### src/rtl/sq_pkg.sv
package sq_pkg;
   // Adder implementation choice for the accumulator
   typedef enum logic {
      ADD_BEHAV  = 1'b0,
      ADD_RIPPLE = 1'b1
   } adder_kind_e;

   function automatic int acc_width(input int op_w);
      return 2 * op_w;
   endfunction
endpackage

### src/rtl/sq_clear_stage.sv
module sq_clear_stage (
   input  logic clk,
   input  logic rst_n,
   input  logic clear_req,
   output logic clr_n
);
   logic clr_n_q;

   always_ff @(posedge clk or negedge rst_n) begin
      if (!rst_n) clr_n_q <= 1'b1;
      else        clr_n_q <= ~clear_req;
   end

   assign clr_n = clr_n_q;


   clear_follows_req_chk: assert property (@(posedge clk) disable iff (!rst_n)
      clear_req |=> !clr_n);
endmodule

### src/rtl/sq_add_gate.sv
module sq_add_gate #(
   parameter int OP_W = 8
) (
   input  logic            clk,
   input  logic            rst_n,
   input  logic            clr_n,
   input  logic [OP_W-1:0] limit,
   output logic            add_en,
   output logic            finished
);
   logic [OP_W-1:0] cnt_q;
   logic            armed_q;
   logic            below;

   always_ff @(posedge clk or negedge rst_n) begin
      if (!rst_n) begin
         armed_q <= 1'b0;
      end else if (!clr_n) begin
         armed_q <= 1'b1;
      end
   end

   always_ff @(posedge clk or negedge rst_n) begin
      if (!rst_n) begin
         cnt_q <= '0;
      end else if (!clr_n) begin
         cnt_q <= '0;
      end else if (add_en) begin
         cnt_q <= cnt_q + 1'b1;
      end
   end

   assign below    = (cnt_q != limit);
   assign add_en   = armed_q & clr_n & below;
   assign finished = armed_q & clr_n & ~below;


   step_advance_chk: assert property (@(posedge clk) disable iff (!rst_n)
      add_en |=> cnt_q == $past(cnt_q) + 1'b1);


   no_finish_in_clear_chk: assert property (@(posedge clk) disable iff (!rst_n)
      !clr_n |-> !finished && !add_en);
endmodule

### src/rtl/sq_accum.sv
module sq_accum
   import sq_pkg::*;
#(
   parameter int          OP_W  = 8,
   parameter int          ACC_W = 16,
   parameter adder_kind_e KIND  = ADD_RIPPLE
) (
   input  logic             clk,
   input  logic             rst_n,
   input  logic             clr_n,
   input  logic             en,
   input  logic [OP_W-1:0]  addend,
   output logic [ACC_W-1:0] acc
);
   localparam int PAD_W = ACC_W - OP_W;

   logic [ACC_W-1:0] acc_q;
   logic [ACC_W-1:0] ext;
   logic [ACC_W-1:0] sum;

   assign ext = {{PAD_W{1'b0}}, addend};

   generate
      if (KIND == ADD_BEHAV) begin : g_behav
         assign sum = acc_q + ext;
      end else begin : g_ripple
         logic [ACC_W-1:0] carry;
         assign carry[0] = 1'b0;
         for (genvar i = 0; i < ACC_W; i++) begin : g_bit
            assign sum[i] = acc_q[i] ^ ext[i] ^ carry[i];
            if (i < ACC_W - 1) begin : g_c
               assign carry[i+1] = (acc_q[i] & ext[i]) |
                                   (carry[i] & (acc_q[i] ^ ext[i]));
            end
         end
      end
   endgenerate

   always_ff @(posedge clk or negedge rst_n) begin
      if (!rst_n) begin
         acc_q <= '0;
      end else if (!clr_n) begin
         acc_q <= '0;
      end else if (en) begin
         acc_q <= sum;
      end
   end

   assign acc = acc_q;


   acc_cleared_chk: assert property (@(posedge clk) disable iff (!rst_n)
      !clr_n |=> acc_q == '0);


   acc_step_chk: assert property (@(posedge clk) disable iff (!rst_n)
      en && clr_n |=> acc_q == $past(acc_q) + $past(ext));
endmodule

### src/rtl/rep_square.sv
module rep_square
   import sq_pkg::*;
#(
   parameter int          OP_W = 8,
   parameter adder_kind_e KIND = ADD_RIPPLE
) (
   input  logic              clk,
   input  logic              rst_n,
   input  logic              start,
   input  logic [OP_W-1:0]   operand,
   output logic [2*OP_W-1:0] result,
   output logic              done
);
   localparam int ACC_W = acc_width(OP_W);

   generate
      if (OP_W < 2 || OP_W > 32) begin : g_bad_width
         $error("rep_square: OP_W out of supported range");
      end
   endgenerate

   logic clr_n;
   logic add_en;
   logic finished;

   sq_clear_stage u_clear (
      .clk       (clk),
      .rst_n     (rst_n),
      .clear_req (start),
      .clr_n     (clr_n)
   );

   sq_add_gate #(.OP_W(OP_W)) u_gate (
      .clk      (clk),
      .rst_n    (rst_n),
      .clr_n    (clr_n),
      .limit    (operand),
      .add_en   (add_en),
      .finished (finished)
   );

   sq_accum #(.OP_W(OP_W), .ACC_W(ACC_W), .KIND(KIND)) u_acc (
      .clk    (clk),
      .rst_n  (rst_n),
      .clr_n  (clr_n),
      .en     (add_en),
      .addend (operand),
      .acc    (result)
   );

   assign done = finished;


   hold_when_done_chk: assert property (@(posedge clk) disable iff (!rst_n)
      done && !start |=> $stable(result));


   done_drops_after_start_chk: assert property (@(posedge clk) disable iff (!rst_n)
      start |=> !done);
endmodule

### config.mk
export PLATFORM = sky130hd
export DESIGN_NAME = rep_square
export DESIGN_NICKNAME = d
export VERILOG_FILES = /design/src/rtl/sq_pkg.sv /design/src/rtl/sq_clear_stage.sv /design/src/rtl/sq_add_gate.sv /design/src/rtl/sq_accum.sv /design/src/rtl/rep_square.sv
export SDC_FILE = /design/constraint.sdc
export NUM_CORES = 1
export LEC_CHECK = 0
export BUFFER_PORTS_ARGS = -buffer_cell sky130_fd_sc_hd__buf_2
export CAP_MARGIN = 20
export CORE_MARGIN = 8
export CORE_UTILIZATION = 50
export DETAILED_ROUTE_END_ITERATION = 7
export PLACE_DENSITY = 0.75
export SETUP_SLACK_MARGIN = 0.15
export SYNTH_ARGS = -nofsm -noshare
export SYNTH_HDL_FRONTEND = slang
export SYNTH_SLANG_ARGS = --single-unit
### constraint.sdc
create_clock -name clk -period 4.2 [get_ports clk]
set_clock_uncertainty 0.2 [all_clocks]
set_input_delay 0.84 -clock clk [delete_from_list [all_inputs] [get_ports clk]]
set_output_delay 0.84 -clock clk [all_outputs]
set_load 0.005 [all_outputs]
Word-level counts from Yosys, hierarchy flattened
Cells that the tools add are included.

$add $sub $neg: 1. Equality and inequality tests: 2. Bitwise operators: 57. Muxes and demuxes: 4.

Operators by type and width (count): 16-bit two-way mux (2); 1-bit bitwise AND (25); 1-bit XOR (23); 8-bit two-way mux (2); 8-bit by 1-bit adder with 8-bit output (second input constant) (1); 8-bit inequality test (1); 1-bit bitwise OR (7); 2-bit inequality test (second input constant) (1); 1-bit inverter (2).

Bits of input ports: 11. Output and inout bits: 17. Flip-flop bits (word level): 26.

Logic depth before layout (Yosys ltp)
Gate-level depths: netlist of the first run.

Depth after elaboration: 25. Mapped depth: 20. Mapped depth without buffers: 20.

Hierarchy
From an unflattened synthesis of the first run, not the netlist that was laid out.

Cell total of the unflattened synthesis: 140. Area, all modules: 1562.7 sq um.

By module, submodules not included: sq_accum (sequential area each 400.4 sq um, area each 967.2 sq um, times used 1, cells each 82); sq_add_gate (sequential area each 225.2 sq um, area each 565.5 sq um, times used 1, cells each 56); sq_clear_stage (sequential area each 26.3 sq um, area each 30.0 sq um, times used 1, cells each 2).

Least setup slack after synthesis of the first run
Ideal clock, no wire load.

Path type: in2reg. Start point: input operand[0]. End point: register u_acc.acc_q[15] (netlist: u_acc.acc[15]). Slack: -0.936 ns. Buffers on the path: 0. Arrival: 4.858 ns. Stages: 20. Required time: 3.922 ns. Setup time: 0.078 ns. Cell sequence: ha_1 -> inv_1 -> fa_1 -> fa_1 -> fa_1 -> fa_1 -> fa_1 -> fa_1 -> inv_1 -> fa_1 -> ha_1 -> ha_1 -> ha_1 -> ha_1 -> ha_1 -> ha_1 -> ha_1 -> inv_1 -> or3_1 -> a21boi_1.

Word-level cells in the longest chain between the ends: 25. Elaborated cells on any way between the ends: 28.

Ends and longest elaborated chain: start, declared (RTL line rep_square.sv:10) `input logic [OP_W-1:0] operand,`; 1-bit bitwise AND (RTL line sq_accum.sv:32) `assign carry[i+1] = (acc_q[i] & ext[i]) |`; 1-bit bitwise AND (RTL line sq_accum.sv:33) `(carry[i] & (acc_q[i] ^ ext[i]));`; 1-bit bitwise OR (RTL line sq_accum.sv:32); 1-bit bitwise AND (RTL line sq_accum.sv:33); 1-bit bitwise OR (RTL line sq_accum.sv:32); 1-bit bitwise AND (RTL line sq_accum.sv:33); 1-bit bitwise OR (RTL line sq_accum.sv:32); 1-bit bitwise AND (RTL line sq_accum.sv:33); (+3 left out); 1-bit bitwise AND (RTL line sq_accum.sv:33); 1-bit bitwise OR (RTL line sq_accum.sv:32); 1-bit bitwise AND (RTL line sq_accum.sv:33); 1-bit bitwise OR (RTL line sq_accum.sv:32); 1-bit bitwise AND (7 in series) (RTL line sq_accum.sv:33); 1-bit XOR (RTL line sq_accum.sv:30) `assign sum[i] = acc_q[i] ^ ext[i] ^ carry[i];`; 16-bit two-way mux (RTL line sq_accum.sv:44) `end else if (en) begin`; 16-bit two-way mux (RTL line sq_accum.sv:42) `end else if (!clr_n) begin`; end signal, assigned (RTL line sq_accum.sv:45) `acc_q <= sum;`; end, declared (RTL line sq_accum.sv:17) `logic [ACC_W-1:0] acc_q;`.

Parallel ways exist; a longest one is shown, timed or not. The select of a mux whose other input is x is not followed. A chain may end at the register's enable or synchronous reset.

Worst setup path after layout of the first run
Same ends and word-level chain as after synthesis.

==> out/qor.yml, run 1 <==
status: "finished, violations left"
violations: "setup timing"
synth_compound_area_frac: 0.0877
sw_frac_of_total: 0.318
start_util: 0.518
sequentialPowerShare: 0.496
critical_path.most_common_cell: "ha_4"
wl_per_cell_um: 13.3
die_h_um: 72.0
totalPowerFinal_uw: 645
nNetsFinal: 218
drive_gt1_frac: 0.311
cts.path.max_buffers: 2
ys_top_cells_by_count: "dfrtp_1, nand3_1, inv_1, nand2_1, o21ai_0"
portBuffers: 27
diodes: 0
period_minus_slack_ns: 4.74
endpoint_kind: "register"
seq_area_frac_synth: 0.415
vias_per_cell: 4.97
fp-row-count: 20
path_max_fanout: 2
post_cts_buffers: 0
die-area_mm2: 0.00519
setup_violations: 4
worstMarginPinSlew_ns: 0.580
p_switching_uw: 205
remaining_drc_errors: 0
cp_cell_sequence: "buf_8 > ha_4 > inv_2 > fa_2 > fa_2 > fa_2 > fa_2 > fa_2 > fa_2 > inv_2 > fa_2 > ha_4 > ha_4 > ha_4 > ha_4 > ha_4 > ha_4 > ha_4 > inv_2 > or3_1 > a21boi_1"
crit_path_start_kind: "primary input"
io_pins: 28
finalHoldViolCount: 0
netlist_area_mm2: 0.00157
irDropWorstVdd_v: 0.000286
yosysWarnings: 0
synth_ff_type: "dfrtp_1"
synth_top_family_by_area: "simple AND/OR/NAND/NOR gates"
maxCapViolCount: 0
hpwlAfterDp_um: 2380
crit_required_ns: 4.25
fmax_ghz: 0.211
synth_area_leaders: "dfrtp_1, fa_1, ha_1"
avgSynthCellArea_um2: 9.75
arrival_ns: 4.79
critical_path_class: "primary input to register"
yosysMostFrequentCell: "dfrtp_1"
grt_pass1_vias: 1199
root_buffer: "clkbuf_4"
comb_power_share: 0.308
area_delta_synth_final_pct: 22.8
gp_congestion: 0.710
synthMuxAreaShare: 0.0128
grt_start_max_net_pins: 47
overflow: 0
cts.sinks: 26
design_area_mm2: 0.00193
slew_headroom: 0.614
pwr-share-clk: 0.196
dr.pass1.iters: 4
clkSlewWorstSetupHoldPaths_ns: 0.14
p_int_uw: 440
ys_seq_elements: 26
drt-initial-drc-count: 58
wl_um: 3110
synth_cell_types: 29
async_flop_share: 1.00
crit_slowest_cell: "fa_2"
hp-class: "primary input to async pin"
cts_tree: "done"
synth_edf_count: 0
setup_slack_ns: -0.541
synth_nets: 188
rsz0062_at_grt: "yes"
max_stage_delay_ns: 0.35
grt_util_all_layers: 0.125
p_per_area_mw_per_mm2: 335
finalNonFillerCells: 234
slew_viol_final: 0
total_leakage_power_nw: 0.904
via_count: 1164
core-area_mm2: 0.00303
cts_max_level: 1
synth_largest_area_cell: "dfrtp_1"
synthAdderAreaFrac: 0.161
antenna_found_initial: 0
grt_pass1_wl_um: 5220
route.antenna.remaining_nets: 0
place_inst: 230
numCtsBuffers: 3
place_area_mm2: 0.00188
synthXorXnorAreaFrac: 0.0558
syn_inst: 161
yosysTopAreaCellShare: 0.399
finalCritPeriodShare: 1.13
die_w_um: 72.0
yosys.area_share.simple: 0.195
setup_tns_ns: -1.00
clkLatencyLatePin_ns: 0.32
cell usage in the layout (no fill, tap or decap), types with 3 or more instances in the layout:
| master | synthesis | final |
|---|---|---|
| nand2b_1 | 10 | 10 |
| buf_4 | 2 | 7 |
| dfrtp_1 | 25 | 25 |
| o21ai_0 | 17 | 12 |
| ha_4 | 0 | 8 |
| nand2_1 | 17 | 17 |
| xor2_1 | 9 | 9 |
| inv_1 | 17 | 14 |
| fa_2 | 0 | 7 |
| buf_2 | 0 | 26 |
| clkbuf_4 | 0 | 3 |
| o21ai_1 | 0 | 5 |
| nand3_1 | 19 | 19 |
| inv_2 | 0 | 3 |
worst max-delay path: cells and delay by family:
kind            cells  cell delay (ns)
fa+ha+maj          15             3.28
simple gates        1             0.33
buf+inv             4             0.20
compound gates      1             0.13
timing repair:
action	CTS	global route
hold endpoints to repair	0	0
gates cloned	0	0
pin swaps	3	1
gates resized for setup	4	0
setup endpoints to repair	6	5
hold buffers	0	0
per-layer routing:
metal	up-vias	track usage	wire, µm
li1	588	-	-
met5	-	0	0
met2	14	0.221	1600
met1	560	0.148	1370
met3	2	0.0248	115
met4	0	0.0408	16
power groups by stage:
stage / Sequential (mW) / Combinational [mW] / Clock [mW]
5_1_grt: 0.327 / 0.230 / 0.141
6_report: 0.320 / 0.199 / 0.126
2_1_floorplan: 0.325 / 0.120 / 0
3_3_place_gp: 0.321 / 0.193 / 0
4_1_cts: 0.321 / 0.208 / 0.134
3_5_place_dp: 0.326 / 0.204 / 0
stage by stage:
stage | utilization | hold slack [ns] | setup WS [ns]
after global placement | 0.621 | 0.292 | -0.925
after CTS | 0.636 | 0.297 | -0.574
after detailed placement | 0.621 | 0.287 | -0.981
after global routing | 0.636 | 0.336 | -0.624
final | 0.636 | 0.293 | -0.541
after floorplan | - | 0.267 | -0.669
kinds of logic (layout without fill, tap and decap cells):
logic type                 Yosys count  after routing
AOI/OAI and AO/OA                   24             24
xor gates and xnor gates            10             10
adders and majority gates           16             16
buffers and inverters               26             55
DFF                                 26             26
muxes                                2              2
and+or+nand+nor                     57             57
cell type report:
cell class / instances / area [µm²]
well taps: 44 / 55.1
repair buffers: 34 / 198
clock buffers: 4 / 36.3
inverters: 17 / 63.8
multi-input cells: 109 / 922
flip-flops and latches: 26 / 652
fillers: 268 / 1100
flip-flops by register name (all words and copies together) (netlist names):
| name | cells |
|---|---|
| u_gate.cnt_q | 8 |
| u_gate.armed_q | 1 |
| u_acc.acc | 16 |
| u_clear.clr_n | 1 |
worst paths after layout:
| kind | depth (start not counted) | slack, ns | to | from |
|---|---|---|---|---|
| worst max register to register | 20 | -0.38 | u_acc.acc[15]$_DFFE_PN0P_ | u_acc.acc[0]$_DFFE_PN0P_ |
| min in group clk | 1 | 0.32 | u_gate.armed_q$_DFFE_PN0N_ | u_gate.armed_q$_DFFE_PN0N_ |
| worst min-delay path | 1 | 0.29 | u_acc.acc[3]$_DFFE_PN0P_ | rst_n |
| worst max-delay path | 21 | -0.54 | u_acc.acc[15]$_DFFE_PN0P_ | operand[0] |
| max in group asynchronous | 1 | 3.11 | u_clear.clr_n$_DFF_PN1_ | rst_n |
| worst min register to register | 1 | 0.32 | u_gate.armed_q$_DFFE_PN0N_ | u_gate.armed_q$_DFFE_PN0N_ |
No activity file was read; power rests on OpenSTA's default activity.
==> run 2: changes to the inputs <==
SKIP_LAST_GASP = 1   (was default)
==> out/qor.yml, run 2 (synthesis results as in run 1) <==
rsz0062_at_grt: "yes"
comb_power_share: 0.308
drt-initial-drc-count: 58
cts.path.max_buffers: 2
status: "finished, violations left"
drive_gt1_frac: 0.305
hpwlAfterDp_um: 2380
worstReg2RegStart: "u_acc.acc[0]$_DFFE_PN0P_"
layout_common_cells: "buf_2, dfrtp_1, nand3_1, nand2_1, inv_1"
finalHoldWorstSlack_ns: 0.293
clkSlewWorstSetupHoldPaths_ns: 0.14
area_delta_synth_final_pct: 22.8
remaining_drc_errors: 0
path_max_fanout: 2
numCtsBuffers: 3
io_pins: 28
hp-class: "primary input to async pin"
die_w_um: 72.0
endpoint_kind: "register"
arrival_ns: 4.80
cp_cell_sequence: "buf_8 > ha_4 > inv_2 > fa_2 > fa_2 > fa_2 > fa_2 > fa_2 > fa_2 > inv_2 > fa_2 > ha_4 > ha_4 > ha_4 > ha_4 > ha_4 > ha_4 > ha_4 > inv_1 > or3_1 > a21boi_1"
critical_path_class: "primary input to register"
grt_pass1_vias: 1199
p_per_area_mw_per_mm2: 335
fp-row-count: 20
sequentialPowerShare: 0.496
largest_reg_flops: 16
gp_congestion: 0.710
critical_path.most_common_cell: "ha_4"
setup_violations: 4
dr.pass1.iters: 4
cts_max_level: 1
worst_path_dominant_cell_family: "adder cells"
finalHoldViolCount: 0
sw_frac_of_total: 0.318
die_h_um: 72.0
wl_um: 3110
crit_required_ns: 4.25
setup_slack_ns: -0.545
layout_commonest_cell: "buf_2"
irDropWorstVdd_v: 0.000286
total_leakage_power_nw: 0.904
wl_per_cell_um: 13.3
fmax_ghz: 0.211
violations: "setup timing"
max_stage_delay_ns: 0.35
pwr-share-clk: 0.196
slew_headroom: 0.614
critPathBufInv: 4
root_buffer: "clkbuf_4"
p_switching_uw: 205
maxCapViolCount: 0
cts.sinks: 26
critPathLaunch: "operand[0]"
grt_util_all_layers: 0.125
slew_viol_final: 0
portBuffers: 27
die-area_mm2: 0.00519
worstMarginPinSlew_ns: 0.580
overflow: 0
nNetsFinal: 218
cts_tree: "done"
post_cts_buffers: 0
place_area_mm2: 0.00188
clkLatencyLatePin_ns: 0.32
finalCritPeriodShare: 1.13
diodes: 0
vias_per_cell: 4.97
crit_slowest_cell: "fa_2"
core-area_mm2: 0.00303
design_area_mm2: 0.00193
antenna_found_initial: 0
grt_pass1_wl_um: 5220
period_minus_slack_ns: 4.74
grt_start_max_net_pins: 47
holdBufCountCts: 0
start_util: 0.518
route.antenna.remaining_nets: 0
p_int_uw: 440
crit_path_start_kind: "primary input"
via_count: 1164
run 2: path summary, 6_finish.rpt:
kind	slack [ns]	cells past startpoint	endpoint
max	-0.54	21	u_acc.acc[15]$_DFFE_PN0P_
min	0.29	1	u_acc.acc[3]$_DFFE_PN0P_
max reg2reg	-0.38	20	u_acc.acc[15]$_DFFE_PN0P_
min reg2reg	0.32	1	u_gate.armed_q$_DFFE_PN0N_
max in group asynchronous	3.11	1	u_clear.clr_n$_DFF_PN1_
min in group clk	0.32	1	u_gate.armed_q$_DFFE_PN0N_
run 2: timing repair:
action,CTS,global route
gates resized for setup,3,0
pin swaps,3,1
cloned,0,0
endpoints found under the setup margin,6,5
run 2: per-layer routing:
layer  global-route usage  part of all wire  vias up
met1                0.148              0.44      560
met3               0.0248             0.037        2
met2                0.221              0.52       14
met5                    0                 0        -
met4               0.0408            0.0051        0
li1                     -                 -      588
run 2: area by class of cell:
class,instances,area [µm²]
Clock buffer,4,36.3
Inverter,17,63.8
Multi-Input combinational cell,109,922
Timing Repair Buffer,34,198
Sequential cell,26,652
Fill cell,268,1100
Tap cell,44,55.1
run 2: stage by stage:
| stage | TNS (ns) | std cells | util | worst slack [ns] | total power [mW] |
|---|---|---|---|---|---|
| CTS | -1.14 | 234 | 0.636 | -0.576 | 0.663 |
| finish | -1.01 | 234 | 0.636 | -0.545 | 0.645 |
| floorplan | -1.59 | 161 | - | -0.669 | 0.445 |
| global placement | -3.06 | 230 | 0.621 | -0.925 | 0.514 |
| detailed placement | -3.54 | 230 | 0.621 | -0.981 | 0.530 |
| global route | -1.30 | 234 | 0.636 | -0.632 | 0.698 |
run 2: worst register-to-register path: cells and delay by family, from the launching register on:
kind                       cells  cell delay [ns]
and+or+nand+nor                1             0.33
AOI/OAI and AO/OA              1             0.13
DFF                            1             0.42
buffers and inverters          3             0.14
adders and majority gates     15             3.32
run 2: power groups by stage:
| stage | Clock (mW) | Sequential (mW) | Combinational [mW] |
|---|---|---|---|
| finish | 0.126 | 0.320 | 0.199 |
| global route | 0.141 | 0.327 | 0.230 |
| CTS | 0.134 | 0.321 | 0.208 |
| detailed placement | 0 | 0.326 | 0.204 |
| global placement | 0 | 0.321 | 0.193 |
| floorplan | 0 | 0.325 | 0.120 |
==> run 3: changes to the inputs <==
REMOVE_ABC_BUFFERS = 1   (was default)
==> out/qor.yml, run 3 (synthesis results as in run 1) <==
crit_end: "u_acc.acc[15]$_DFFE_PN0P_"
post-place-ws_ns: -1.32
grt_util_all_layers: 0.136
die-area_mm2: 0.00519
p_per_area_mw_per_mm2: 340
cp_cell_sequence: "buf_8 > ha_4 > inv_2 > fa_2 > fa_2 > fa_2 > fa_2 > fa_2 > fa_2 > inv_2 > fa_2 > ha_4 > ha_4 > ha_4 > ha_4 > ha_4 > ha_4 > ha_4 > inv_2 > or3_1 > a21boi_1"
place_area_mm2: 0.00176
slew_viol_final: 0
gp_congestion: 0.814
area_delta_synth_final_pct: 23.3
diodes: 0
rsz0062_at_grt: "yes"
dr.pass1.iters: 4
critPathBufInv: 4
grt_pass1_vias: 1282
worstReg2RegStart: "u_acc.acc[0]$_DFFE_PN0P_"
setup_violations: 3
holdBufCountCts: 0
fmax_ghz: 0.212
root_buffer: "clkbuf_4"
wl_um: 3340
crit_slowest_cell: "fa_2"
totalPowerFinal_uw: 657
route.antenna.remaining_nets: 0
finalCritPeriodShare: 1.12
via_count: 1216
cts.path.max_buffers: 2
critPathLaunch: "operand[0]"
max_stage_delay_ns: 0.35
design_area_mm2: 0.00193
finalHoldViolCount: 0
maxCapViolCount: 0
critical_path_class: "primary input to register"
crit_required_ns: 4.27
grt_start_max_net_pins: 48
io_pins: 28
grt_pass1_wl_um: 5780
drt-initial-drc-count: 51
path_max_fanout: 2
cts.sinks: 26
numCtsBuffers: 3
portBuffers: 27
clkSlewWorstSetupHoldPaths_ns: 0.15
r2r_end: "u_acc.acc[15]$_DFFE_PN0P_"
critical_path.most_common_cell: "ha_4"
reg2reg_setup_slack_ns: -0.38
hpwlAfterDp_um: 2310
arrival_ns: 4.78
irDropWorstVdd_v: 0.000194
worst_path_dominant_cell_family: "adder cells"
layout_commonest_cell: "buf_2"
setup_tns_ns: -0.843
total_leakage_power_nw: 0.909
period_minus_slack_ns: 4.71
start_util: 0.518
remaining_drc_errors: 0
die_h_um: 72.0
endpoint_kind: "register"
slew_headroom: 0.493
largest_reg_flops: 16
status: "finished, violations left"
clkLatencyLatePin_ns: 0.32
fp-row-count: 20
wl_per_cell_um: 14.2
layout_common_cells: "buf_2, dfrtp_1, nand3_1, nand2_1, inv_1"
worstMarginPinSlew_ns: 0.761
antenna_found_initial: 0
violations: "setup timing"
crit_path_start_kind: "primary input"
worst-path-stages: 21
finalHoldWorstSlack_ns: 0.301
cts_tree: "done"
hp-class: "primary input to async pin"
setup_slack_ns: -0.510
cts_max_level: 1
die_w_um: 72.0
core-area_mm2: 0.00303
nNetsFinal: 219
drive_gt1_frac: 0.314
overflow: 0
vias_per_cell: 5.17
reg2regPathDepth: 20
## run 3: area by class of cell
class                   instances  area [µm²]
well taps                      44        55.1
fillers                       248        1090
flip-flops and latches         26         652
inverters                      17        63.8
multi-input cells             109         922
clock buffers                   4        36.3
repair buffers                 35         205
## run 3: worst min-delay path by stage
stage                     slack, ns  depth (start not counted)                        from                         end
after global routing           0.33                          1                       rst_n    u_acc.acc[1]$_DFFE_PN0P_
final                          0.30                          1                       rst_n   u_acc.acc[15]$_DFFE_PN0P_
after detailed placement       0.30                          1  u_gate.armed_q$_DFFE_PN0N_  u_gate.armed_q$_DFFE_PN0N_
after CTS                      0.32                          1                       rst_n   u_acc.acc[15]$_DFFE_PN0P_
after global placement         0.29                          1  u_gate.armed_q$_DFFE_PN0N_  u_gate.armed_q$_DFFE_PN0N_
after floorplan                0.27                          1  u_gate.armed_q$_DFFE_PN0N_  u_gate.armed_q$_DFFE_PN0N_
## run 3: metrics by stage
stage	cells	utilization
finish	235	0.639
floorplan	152	-
global placement	229	0.580
global route	235	0.639
CTS	234	0.636
detailed placement	229	0.580
## run 3: metal layers
metal	share of wire	global-route usage	vias up
li1	-	-	591
met1	0.45	0.168	595
met2	0.48	0.221	24
met3	0.050	0.0262	6
met4	0.018	0.0680	0
met5	0	0	-
## run 3: repair_timing
item | 4_1_cts | 5_1_grt
gates cloned | 0 | 0
setup buffers | 1 | 1
resized for setup | 34 | 0
setup endpoints to repair | 9 | 7
pin swaps | 11 | 10
## run 3: report_power, final
group / internal (mW) / leakage (nW) / switching [mW]
combinational: 0.103 / 0.545 / 0.0957
clock: 0.0531 / 0.0210 / 0.0776
sequential: 0.286 / 0.343 / 0.0424
total: 0.442 / 0.909 / 0.216
